## src/rtl/irqseq_pkg.sv

```systemverilog
package irqseq_pkg;
  typedef enum logic {
    SEQ_HOLD = 1'b0,
    SEQ_RUN  = 1'b1
  } seq_state_t;
endpackage

```

## src/rtl/irqseq_clkdiv.sv

```systemverilog
module irqseq_clkdiv (
  input  logic clk,
  input  logic rst_n,
  output logic tick_en
);
  logic phase_q;
  logic phase_d;

  always_comb begin
    phase_d = ~phase_q;
  end

  always_ff @(posedge clk or negedge rst_n) begin
    if (!rst_n) begin
      phase_q <= 1'b0;
    end else begin
      phase_q <= phase_d;
    end
  end

  assign tick_en = phase_q;
endmodule

```

## src/rtl/irqseq_startup.sv

```systemverilog
module irqseq_startup import irqseq_pkg::*; #(
  parameter int STARTUP_CYCLES = 4064
) (
  input  logic clk,
  input  logic rst_n,
  input  logic tick_en,
  input  logic restart,
  output logic hold
);
  localparam int CNT_W = $clog2(STARTUP_CYCLES + 2);
  localparam logic [CNT_W-1:0] LIMIT = CNT_W'(STARTUP_CYCLES);

  seq_state_t        state_q, state_d;
  logic [CNT_W-1:0]  cnt_q, cnt_d;

  always_comb begin
    state_d = state_q;
    cnt_d   = cnt_q;
    if (restart) begin
      state_d = SEQ_HOLD;
      cnt_d   = '0;
    end else if ((state_q == SEQ_HOLD) && tick_en) begin
      if (cnt_q == LIMIT) begin
        state_d = SEQ_RUN;
      end else begin
        cnt_d = cnt_q + 1'b1;
      end
    end
  end

  always_ff @(posedge clk or negedge rst_n) begin
    if (!rst_n) begin
      state_q <= SEQ_HOLD;
      cnt_q   <= '0;
    end else begin
      state_q <= state_d;
      cnt_q   <= cnt_d;
    end
  end

  assign hold = (state_q == SEQ_HOLD);
endmodule

```

## src/rtl/irqseq_latch.sv

```systemverilog
module irqseq_latch #(
  parameter int SYNC_STAGES = 2
) (
  input  logic clk,
  input  logic rst_n,
  input  logic pin_n,
  input  logic ack,
  output logic pending
);
  logic [SYNC_STAGES-1:0] sync_q;
  logic [SYNC_STAGES-1:0] sync_d;
  logic                   last_q, last_d;
  logic                   pend_q, pend_d;
  logic                   cur;
  logic                   fall;

  generate
    if (SYNC_STAGES == 1) begin : g_one
      always_comb sync_d = pin_n;
    end else begin : g_many
      always_comb sync_d = {sync_q[SYNC_STAGES-2:0], pin_n};
    end
  endgenerate

  assign cur  = sync_q[SYNC_STAGES-1];
  assign fall = last_q & ~cur;

  always_comb begin
    last_d = cur;
    pend_d = pend_q;
    if (ack) begin
      pend_d = ~cur;
    end
    if (fall) begin
      pend_d = 1'b1;
    end
  end

  always_ff @(posedge clk or negedge rst_n) begin
    if (!rst_n) begin
      sync_q <= '1;
      last_q <= 1'b1;
      pend_q <= 1'b0;
    end else begin
      sync_q <= sync_d;
      last_q <= last_d;
      pend_q <= pend_d;
    end
  end

  assign pending = pend_q;
endmodule

```

## src/rtl/irq_reset_seq.sv

```systemverilog
module irq_reset_seq #(
  parameter int STARTUP_CYCLES = 4064,
  parameter int SYNC_STAGES    = 2,
  parameter int RST_STAGES     = 2
) (
  input  logic clk,
  input  logic rst_n,
  input  logic stop_exit,
  input  logic irq_n,
  input  logic instr_end,
  input  logic i_mask,
  input  logic irq_ack,
  output logic clk_en,
  output logic core_reset,
  output logic take_irq
);
  logic [RST_STAGES-1:0] rs_q;
  logic                  sys_rst_n;
  logic                  pending;
  logic                  hold;

  always_ff @(posedge clk or negedge rst_n) begin
    if (!rst_n) begin
      rs_q <= '0;
    end else begin
      rs_q <= {rs_q[RST_STAGES-2:0], 1'b1};
    end
  end
  assign sys_rst_n = rs_q[RST_STAGES-1];

  irqseq_clkdiv u_div (
    .clk     (clk),
    .rst_n   (sys_rst_n),
    .tick_en (clk_en)
  );

  irqseq_startup #(.STARTUP_CYCLES(STARTUP_CYCLES)) u_start (
    .clk     (clk),
    .rst_n   (sys_rst_n),
    .tick_en (clk_en),
    .restart (stop_exit),
    .hold    (hold)
  );

  irqseq_latch #(.SYNC_STAGES(SYNC_STAGES)) u_latch (
    .clk     (clk),
    .rst_n   (sys_rst_n),
    .pin_n   (irq_n),
    .ack     (irq_ack),
    .pending (pending)
  );

  assign core_reset = hold;
  assign take_irq   = instr_end & ~i_mask & pending & ~hold;
endmodule

```

## config.mk

```make
export PLATFORM = sky130hd
export DESIGN_NAME = irq_reset_seq
export DESIGN_NICKNAME = d
export VERILOG_FILES = /design/src/rtl/irqseq_pkg.sv /design/src/rtl/irqseq_clkdiv.sv /design/src/rtl/irqseq_startup.sv /design/src/rtl/irqseq_latch.sv /design/src/rtl/irq_reset_seq.sv
export SDC_FILE = /design/constraint.sdc
export NUM_CORES = 1
export LEC_CHECK = 0
export BUFFER_PORTS_ARGS = -buffer_cell sky130_fd_sc_hd__buf_2
export CAP_MARGIN = 25
export CORE_MARGIN = 2
export CORE_UTILIZATION = 40
export CTS_CLUSTER_DIAMETER = 40
export DETAILED_ROUTE_END_ITERATION = 8
export PLACE_DENSITY_LB_ADDON = 0.12
export SYNTH_ARGS = -nofsm -noshare
export SYNTH_HDL_FRONTEND = slang
export SYNTH_SLANG_ARGS = --single-unit
```

## constraint.sdc

```tcl
create_clock -name clk -period 1.4 [get_ports clk]
set_input_delay 0.14 -clock clk [delete_from_list [all_inputs] [get_ports clk]]
set_output_delay 0.14 -clock clk [all_outputs]
set_load 0.1 [all_outputs]
```

; After elaboration in Yosys (flattened, before gate mapping)
; Index checks and enable logic that the tools add are counted.
; W data, S select, Z words.
[word_totals]
register_bits = 20
latch_bits = 0
mem_bits_rw = 0
romBits = 0
n_memories = 0
[op_classes]
n_addsub = 1
n_mul = 0
div_mod_pow = 0
magnitude_cmp = 0
eq_ne = 2
shift = 0
mux = 8
bitwise = 8
reduce_logical = 6
[op_table]
columns = cell, count
row1 = $mux W12, 3
row2 = $add A12 B1 Y12 const B, 1
row3 = $eq A12 B12 Y1 const B, 1
row4 = $reduce_bool A2 Y1, 3
row5 = $mux W1, 5
row6 = $and A1 B1 Y1, 4
row7 = $not A1 Y1, 4
row8 = $reduce_and A2 Y1, 2
row9 = $ne A2 B2 Y1 const B, 1
row10 = $logic_and A1 B1 Y1, 1

; Longest topological paths before layout
; Gate-level depths: netlist of the first run.
[depth]
word_depth = 4
ltp_mapped = 6
mapped_depth_nobuf = 6

; Modules after synthesis
; A second synthesis of the first run with hierarchy kept.
[hier_totals]
hier_cells = 87
area_unflattened_um2 = 958.4
[by_module_without_submodules]
columns = module, n_inst, cells_each, area_each_um2, seq_area_each_um2
row1 = irqseq_startup, 1, 74, 745.7, 325.3
row2 = irqseq_latch, 1, 7, 117.6, 103.8
row3 = irq_reset_seq, 1, 4, 66.3, 50.0
row4 = irqseq_clkdiv, 1, 2, 28.8, 25.0

; Least setup slack after synthesis of the first run
; Ideal clock, no wire load.
[synth_timing]
path_type = flip-flop to output port
startpoint = reg u_start.state_q
endpoint = out take_irq
arrival_ns = 2.468
slack_ns = -1.208
path_stages_with_launch = 3
cell_sequence = dfrtp_1 -> nand2_1 -> nor3_1
[synth_between]
elab_chain_len = 1
[synth_lines]
columns = item, line_no
row1 = "start, declared", irqseq_startup.sv:13  ; seq_state_t state_q, state_d;
row2 = "start signal, assigned", irqseq_startup.sv:36  ; state_q <= state_d;
row3 = $and A1 B1 Y1, irq_reset_seq.sv:54  ; assign take_irq = instr_end & ~i_mask & pending & ~hold;
row4 = "end, declared", irq_reset_seq.sv:15  ; output logic take_irq
; No other way between the ends.

; Worst setup path in the final report of the first run
[layout_timing]
startpoint = reg u_start.cnt_q[0]
endpoint = reg u_start.cnt_q[1]
[layout_between]
elab_chain_len = 4
elab_cells_between_ends = 7
[layout_lines]
columns = item, line_no
row1 = "start, declared", irqseq_startup.sv:14  ; logic [CNT_W-1:0] cnt_q, cnt_d;
row2 = "start signal, assigned", irqseq_startup.sv:37  ; cnt_q <= cnt_d;
row3 = $add A12 B1 Y12, irqseq_startup.sv:26  ; cnt_d = cnt_q + 1'b1;
row4 = $mux W12, irqseq_startup.sv:23  ; if (cnt_q == LIMIT) begin
row5 = $mux W12, irqseq_startup.sv:22  ; end else if ((state_q == SEQ_HOLD) && tick_en) begin
row6 = $mux W12, irqseq_startup.sv:19  ; if (restart) begin
; Parallel ways exist; a longest one is shown, timed or not. The select of a mux whose other input is x is not followed.
; A chain may end at the register's enable or synchronous reset.

==> metrics.md, run 1 <==
| Metric | Value |
|---|---|
| Status | complete, but fails checks |
| Seq/Total Area, Yosys | 0.546 |
| Peak supply drop | ~0.00056 V |
| All-Layer GR Usage | 0.159 |
| TritonCTS buffer count | 3 |
| Final hold vios | 0 |
| Final worst-path cycle share | 1.02 |
| Yosys warning total | 0 |
| RD Place Congestion | between 0.8 and 0.9 |
| WP data required | roughly 1600 ps |
| Row cnt | 17 |
| P_int | 0.736 mW |
| Post-route insts no fill | 140 |
| Overflow after GRT | 0 |
| Number of global-route vias before repair | about 650 |
| Period minus WS final | 1430 ps |
| Hold path depth | 2 |
| Layout area overhead | 38.3% |
| Initial antenna violation count | 0 |
| Seq pwr share | 0.631 |
| Iter 0 DRT Violations | 10 |
| Reg2reg setup slack | -30 ps |
| Mapped Avg Cell Area | roughly 11 µm² |
| Die Ht | between 50 and 60 µm |
| Sw frac | 0.226 |
| Pre-CTS setup slack | -60.9 ps |
| Psw | around 0.21 mW |
| Skew-Pair Late Insertion Delay | approximately 300 ps |
| Clock slew at reported path FFs | between 100 and 150 ps |
| IO Pins | 10 |
| First-pass GRT wire length | 3.04 mm |
| Hold EP | u_latch.pending |
| Via count | around 680 |
| Max stage delay on crit path | 400 ps |
| Power per cell area | around 740 nW/µm² |
| Final setup vio count | 3 |
| Number of H-tree levels | 1 |
| Buf/Inv on CP | 1 |
| CTS tree | yes |
| Largest net degree at the start of global routing | 19 |
| Worst Reg2Reg Path Length in Cells | 6 |
| Core Region | between 2000 and 2500 µm² |
| Nets | between 100 and 150 |
| Layout cells sized above 1 | 0.393 |
| Startpoint Class | flip-flop |
| Synth Cell Area | approximately 900 µm² |
| HP Start | irq_ack |
| WP data arrival | around 1600 ps |
| Mapped Nets | 95 |
| Critical-path top delay cell | dfrtp_1 |
| Clk sink count | 20 |
| Die area | 2710 µm² |
| Fillers | between 150 and 200 |
| Combinational Power Share | 0.076 |
| Fin Clk Skew | 8.91 ps |
| Critical path origin | u_start.cnt_q[0] |
| F_max | roughly 700 MHz |
| WL final | ~1.8 mm |
| Die Wd | around 52 µm |
| Final worst slack | -25.9 ps |
| DR DRC count | 0 |
| DP Cell Count | roughly 130 |
| Max Cap Violations | 0 |
| Via density | slightly below 5 |
| Area of the multi-input gates | 498 µm² |
| Leakage Power | between 0.5 and 0.6 nW |
| Reg-to-Reg End | u_start.cnt_q[1] |
| Reg2reg start | u_start.cnt_q[0] |
| Ordered list of cells on the worst path | inv_2, ha_4, nand4bb_4, o41ai_4, mux2i_1, nor2_1 |
| Worst setup path category | flip-flop to flip-flop |
| Synth Instances | 86 |
| RSZ-0062 raised after global routing | true |
| Tot Pwr | about 0.95 mW |
| CP endpoint kind | flip-flop |
| Drt first pass iters | 4 |
| Yosys cell types | 25 |
| Final HPWL DP | between 1 and 1.5 mm |
| Final antenna-violating net count | 0 |
| Clock power share | 0.293 |
| Failing checks | negative setup slack |
| Number of port buffers | 9 |
| Diodes inserted | 0 |
| Most frequent cells in the layout | 16 x dfrtp_1, 13 x nor2_1, 10 x buf_4 |
| Clk root buf | clkbuf_4 |
| Commonest non-fill, non-tap cell in the layout | dfrtp_1 |
| FF/Latch Area | around 500 µm² |
| CTS Buffer Depth | 2 |
| Final Max Tran Viols | 0 |
| Worst Hold Class | input port to flip-flop |
| Synth Register Bits | 20 |
| Initial Utilization | 0.421 |
| Worst-path maximum fanout | 2 |
| CP top delay family | flip-flops |
| Avg WL per Cell | about 13 µm |
how the worst max path moves through the flow:
stage,endpoint,slack [ps],cells past startpoint
2_1_floorplan,u_start.cnt_q[7],-60,4
3_3_place_gp,u_start.cnt_q[1],-30,6
3_5_place_dp,u_start.cnt_q[1],-60,6
4_1_cts,u_start.cnt_q[1],-40,6
5_1_grt,u_start.cnt_q[1],-130,6
6_report,u_start.cnt_q[1],-30,6
power groups by stage:
stage	clock, mW	combinational [mW]	sequential (mW)
floorplan	0	0.0184	0.619
global placement	0	0.0566	0.610
detailed placement	0	0.0583	0.611
CTS	0.295	0.0704	0.600
global route	0.316	0.0822	0.602
finish	0.279	0.0724	0.600
logic make-up after synthesis:
family	share of synthesized area
adders and majority gates	0.0271
xor gates and xnor gates	0.0949
buffers and inverters	0.0325
muxes	0.0108
other	0.00406
DFF	0.546
and+or+nand+nor	0.232
AOI/OAI and AO/OA	0.0528
through the flow:
stage	area (µm²)	setup TNS (ps)	hold slack, ps	utilization
after floorplan	958	-163	-156	-
after global placement	1120	-25.1	-76.2	0.513
after detailed placement	1120	-93.1	-74.7	0.513
after CTS	1220	-56.3	32.3	0.559
after global routing	1280	-595	48.9	0.583
final	1280	-39.2	44.3	0.583
synthesized netlist by cell type:
cell / instances / area, µm²
inv_1: 7 / 26.3
and4b_1: 1 / 10.0
nand4_1: 4 / 25.0
nand2_1: 6 / 22.5
nor3_1: 3 / 15.0
nand3_2: 1 / 10.0
dfstp_2: 3 / 78.8
nor2_1: 13 / 48.8
o22ai_1: 1 / 6.26
clkbuf_1: 1 / 3.75
nand2b_2: 1 / 8.76
ha_1: 2 / 25.0
mux2i_1: 1 / 10.0
or3_1: 2 / 12.5
nor4_1: 4 / 25.0
and2b_1: 1 / 7.51
o21ai_1: 1 / 5.00
a21oi_1: 2 / 10.0
dfrtp_1: 17 / 425
xor2_1: 3 / 26.3
xnor2_1: 7 / 61.3
o41ai_4: 1 / 27.5
conb_1: 1 / 3.75
nand4bb_1: 1 / 11.3
nand4b_1: 2 / 17.5
worst reg2reg max path, stage by stage, from the launching register on:
cell	delay (ps)
dfrtp_1	400
inv_2	80
ha_4	140
nand4bb_4	140
o41ai_4	290
mux2i_1	220
nor2_1	50
final cells by class:
| cell class | instances | area share |
|---|---|---|
| Sequential cell | 20 | 0.398 |
| Timing Repair Buffer | 23 | 0.144 |
| Multi-Input combinational cell | 58 | 0.390 |
| Inverter | 7 | 0.0206 |
| Clock buffer | 4 | 0.0206 |
| Tap cell | 28 | 0.0274 |
routing by layer:
| metal | part of all wire | wire length [µm] | global-route usage |
|---|---|---|---|
| met1 | 0.46 | 836 | 0.218 |
| met2 | 0.50 | 900 | 0.230 |
| met3 | 0.016 | 29 | 0.0345 |
| met4 | 0.020 | 36 | 0.0921 |
| met5 | 0 | 0 | 0 |
registers in the layout, indices dropped and copies added (netlist names):
name and cells:
u_latch.pending 1, rs_q 2, u_start.cnt_q 12, u_latch.sync_q 2
u_div.tick_en 1, u_latch.last_q 1, u_start.state_q 1
what timing repair did:
item	in CTS	in global routing
buffers inserted	1	1
hold buffers	2	0
pin swaps	5	5
hold endpoints to repair	3	0
resized for setup	7	9
endpoints found under the setup margin	6	9
Note: power is estimated with default switching activity, not from simulation.
==> run 2, diff against run 1 <==
--- a/config.mk
+++ b/config.mk
@@ -5,10 +5,11 @@
 export SDC_FILE = /design/constraint.sdc
 export NUM_CORES = 1
 export LEC_CHECK = 0
+export ABC_AREA = 1
 export BUFFER_PORTS_ARGS = -buffer_cell sky130_fd_sc_hd__buf_2
 export CAP_MARGIN = 25
 export CORE_MARGIN = 2
-export CORE_UTILIZATION = 40
+export CORE_UTILIZATION = 50
 export CTS_CLUSTER_DIAMETER = 40
 export DETAILED_ROUTE_END_ITERATION = 8
 export PLACE_DENSITY_LB_ADDON = 0.12
==> metrics.md, run 2 <==
| Metric | Value |
|---|---|
| Critical-path top delay cell | dfrtp_1 |
| Core Region | 1980 µm² (-9.5%) |
| Row cnt | 16 (-1) |
| CP endpoint kind | flip-flop |
| CP top delay family | simple AND/OR/NAND/NOR gates |
| Number of synthesized flops with an enable pin | 0 (unchanged) |
| Hold EP | u_latch.pending |
| All-Layer GR Usage | 0.209 (+0.0496) |
| Nets | 171 (+40%) |
| DR DRC count | 0 (unchanged) |
| Leakage Power | 0.645 nW (+16%) |
| Max reg flops | 12 (unchanged) |
| Biggest regs | u_start.cnt_q x12, rs_q x2, u_latch.sync_q x2 |
| Initial Utilization | 0.537 (+0.116) |
| Layout area overhead | 29.5% |
| Buf/Inv on CP | 2 (+1) |
| Main flop type after synthesis | dfrtp_1 |
| WP data arrival | 1770 ps (+150 ps) |
| Peak supply drop | 0.000848 V (+51%) |
| Max stage delay on crit path | 410 ps (about the same) |
| Synth Cell Area | 1060 µm² (+15%) |
| Reg2reg start | u_start.cnt_q[1] |
| Synth top area cells | dfrtp_1 40%, nand2_1 14%, dfstp_2 7.4% |
| Period minus WS final | 1530 ps (+101 ps) |
| Layout cells sized above 1 | 0.323 (-0.0699) |
| Drt first pass iters | 4 (unchanged) |
| Asr flop ratio synth | 1.00 (unchanged) |
| Final setup vio count | 12 (+9) |
| Met1 Resource Use GR | 0.304 (+0.0861) |
| Final worst-path cycle share | 1.09 (+0.0718) |
| First-pass GRT wire length | 4.04 mm (+33%) |
| Number of H-tree levels | 1 (unchanged) |
| Die area | 2510 µm² (-7.2%) |
| Post-route cell area | 1380 µm² (+7.9%) |
| Number of port buffers | 9 (unchanged) |
| Worst Reg2Reg Path Length in Cells | 11 (+5) |
| Seq/Total Area, Yosys | 0.474 (-0.0725) |
| Most Used Layer, Global Route | met2 |
| Largest net degree at the start of global routing | 19 (unchanged) |
| Synth Instances | 133 (+55%) |
| WP data required | 1650 ps (+60 ps) |
| Final worst slack | -126 ps (-101 ps) |
| Most frequent cells in the layout | 37 x nand2_1, 16 x dfrtp_1, 13 x inv_1 |
| Worst-path maximum fanout | 14 (+12) |
| Final HPWL DP | 1.64 mm (+32%) |
| Power per cell area | 745 nW/µm² (about the same) |
| IO Pins | 10 (unchanged) |
| Diodes inserted | 0 (unchanged) |
| Final hold vios | 0 (unchanged) |
| Cell taking the most area after synthesis | dfrtp_1 |
| Max Cap Violations | 0 (unchanged) |
| Pre-CTS setup slack | -114 ps (-53.4 ps) |
| Met2 global-route usage | 0.305 (+0.0749) |
| Clk root buf | clkbuf_4 |
| Final antenna-violating net count | 0 (unchanged) |
| TritonCTS buffer count | 3 (unchanged) |
| Final Max Tran Viols | 0 (unchanged) |
| Via density | 5.21 (+7.7%) |
| Post-synth top area share | 0.400 (-0.0612) |
| Reg-to-Reg End | u_start.cnt_q[2] |
| Clk sink count | 20 (unchanged) |
| Worst Hold Class | input port to flip-flop |
| Final core area utilization | 0.696 (+0.113) |
| Count leader, synth | nand2_1 |
| Skew-Pair Late Insertion Delay | 310 ps (about the same) |
| RD Place Congestion | 0.818 (+1.9%) |
| Synth top cells by count | 41 x nand2_1, 17 x dfrtp_1, 15 x inv_1 |
| Fin Clk Skew | 7.45 ps (-1.47 ps) |
| Clock slew at reported path FFs | 110 ps (about the same) |
| Hold Slack | 34.2 ps (-10.0 ps) |
| Fin Setup TNS | -928 ps (-889 ps) |
| Reg2reg setup slack | -130 ps (-100 ps) |
| Die Ht | 50.1 µm (-3.7%) |
| CTS Buffer Depth | 2 (unchanged) |
| Via count | 979 (+45%) |
| Worst setup path category | flip-flop to flip-flop |
| Synth Register Bits | 20 (unchanged) |
| Failing checks | negative setup slack |
| Overflow after GRT | 0 (unchanged) |
| Mapped Nets | 142 (+49%) |
| Yosys cell types | 22 (-12%) |
| Number of global-route vias before repair | 931 (+44%) |
| Commonest non-fill, non-tap cell in the layout | nand2_1 |
| RSZ-0062 raised after global routing | true |
| Yosys warning total | 0 (unchanged) |
| Status | complete, but fails checks |
| Startpoint Class | flip-flop |
| Die Wd | 50.1 µm (-3.7%) |
| Ordered list of cells on the worst path | inv_2, ha_4, nand2_2, nor2_2, nand2_2, nor2_4, nor2_4, buf_12, nor2_4, nand2_1, nand2_1 |
| Met3 Usage GRT | 0.0357 (+0.00123) |
| WL final | 2.40 mm (+33%) |
| Hold path depth | 2 (unchanged) |
| Initial antenna violation count | 0 (unchanged) |
| Avg WL per Cell | 12.8 µm (-1.0%) |
| HP Start | irq_ack |
| Dpl cell area | 1250 µm² (+11%) |
| F_max | 655 MHz (-6.6%) |
| Mapped Avg Cell Area | 8.01 µm² (-25%) |
| CTS tree | yes |
| Cell mode on critical path | nor2_4 |
| Reg with most FFs | u_start.cnt_q |
| Iter 0 DRT Violations | 39 (+29) |
| Fillers | 152 (-20%) |
==> run 2: cell types whose count changed after synthesis, moves of 4 or more <==
cell     delta
nand2_1    +35
nand3_1    +11
inv_1       +8
nand4_1     +8
xnor2_1     -7
nor4_1      -4
==> run 2: worst max-delay path by stage <==
stage / slack (ps) / cells past startpoint / start / to
after floorplan: 4 / 10 / u_start.cnt_q[0] / u_start.cnt_q[10]
after global placement: -60 / 10 / u_start.cnt_q[0] / u_start.cnt_q[3]
after detailed placement: -110 / 10 / u_start.cnt_q[0] / u_start.cnt_q[4]
after CTS: -80 / 9 / u_start.cnt_q[0] / u_start.cnt_q[1]
after global routing: -210 / 11 / u_start.cnt_q[0] / u_start.cnt_q[2]
final: -130 / 11 / u_start.cnt_q[1] / u_start.cnt_q[2]
==> run 2: cell families after synthesis <==
logic type / share of synthesized area
adder cells (fa/ha/maj): 0.0235
flip-flops: 0.474
AND/OR/NAND/NOR: 0.403
other: 0.00352
AO/OA/AOI/OAI: 0.0294
buffers and inverters: 0.0670
==> run 2: timing repair <==
action                                  4_1_cts  5_1_grt
endpoints found under the setup margin       12       14
pin swaps                                     1        8
cloned                                        0        1
hold buffers                                  2        0
gates resized for setup                       2        9
hold endpoints to repair                      3        0
setup buffers                                 0        4
==> run 2: per-stage QoR <==
stage          total power, mW  cells
6_report                  1.03    188
5_1_grt                   1.07    188
4_1_cts                   1.02    185
3_5_place_dp             0.682    179
3_3_place_gp             0.678    179
2_1_floorplan            0.645    133
==> run 2: routing by layer <==
metal,up-vias,share of wire
met3,7,0.058
met5,-,0
met4,0,0.020
li1,485,-
met1,458,0.46
met2,29,0.46
==> run 2: power breakdown <==
group	internal (mW)	total (mW)	switching [mW]
combinational	0.0366	0.0870	0.0504
sequential	0.594	0.600	0.00557
clock	0.159	0.340	0.182
==> run 2: layout make-up <==
type                            count  area (µm²)  area share
Sequential cell                    20         508       0.368
Timing Repair Buffer               25         204       0.148
Clock buffer                        4        36.3      0.0263
Multi-Input combinational cell     97         541       0.392
Inverter                           15        56.3      0.0408
Tap cell                           27        33.8      0.0245
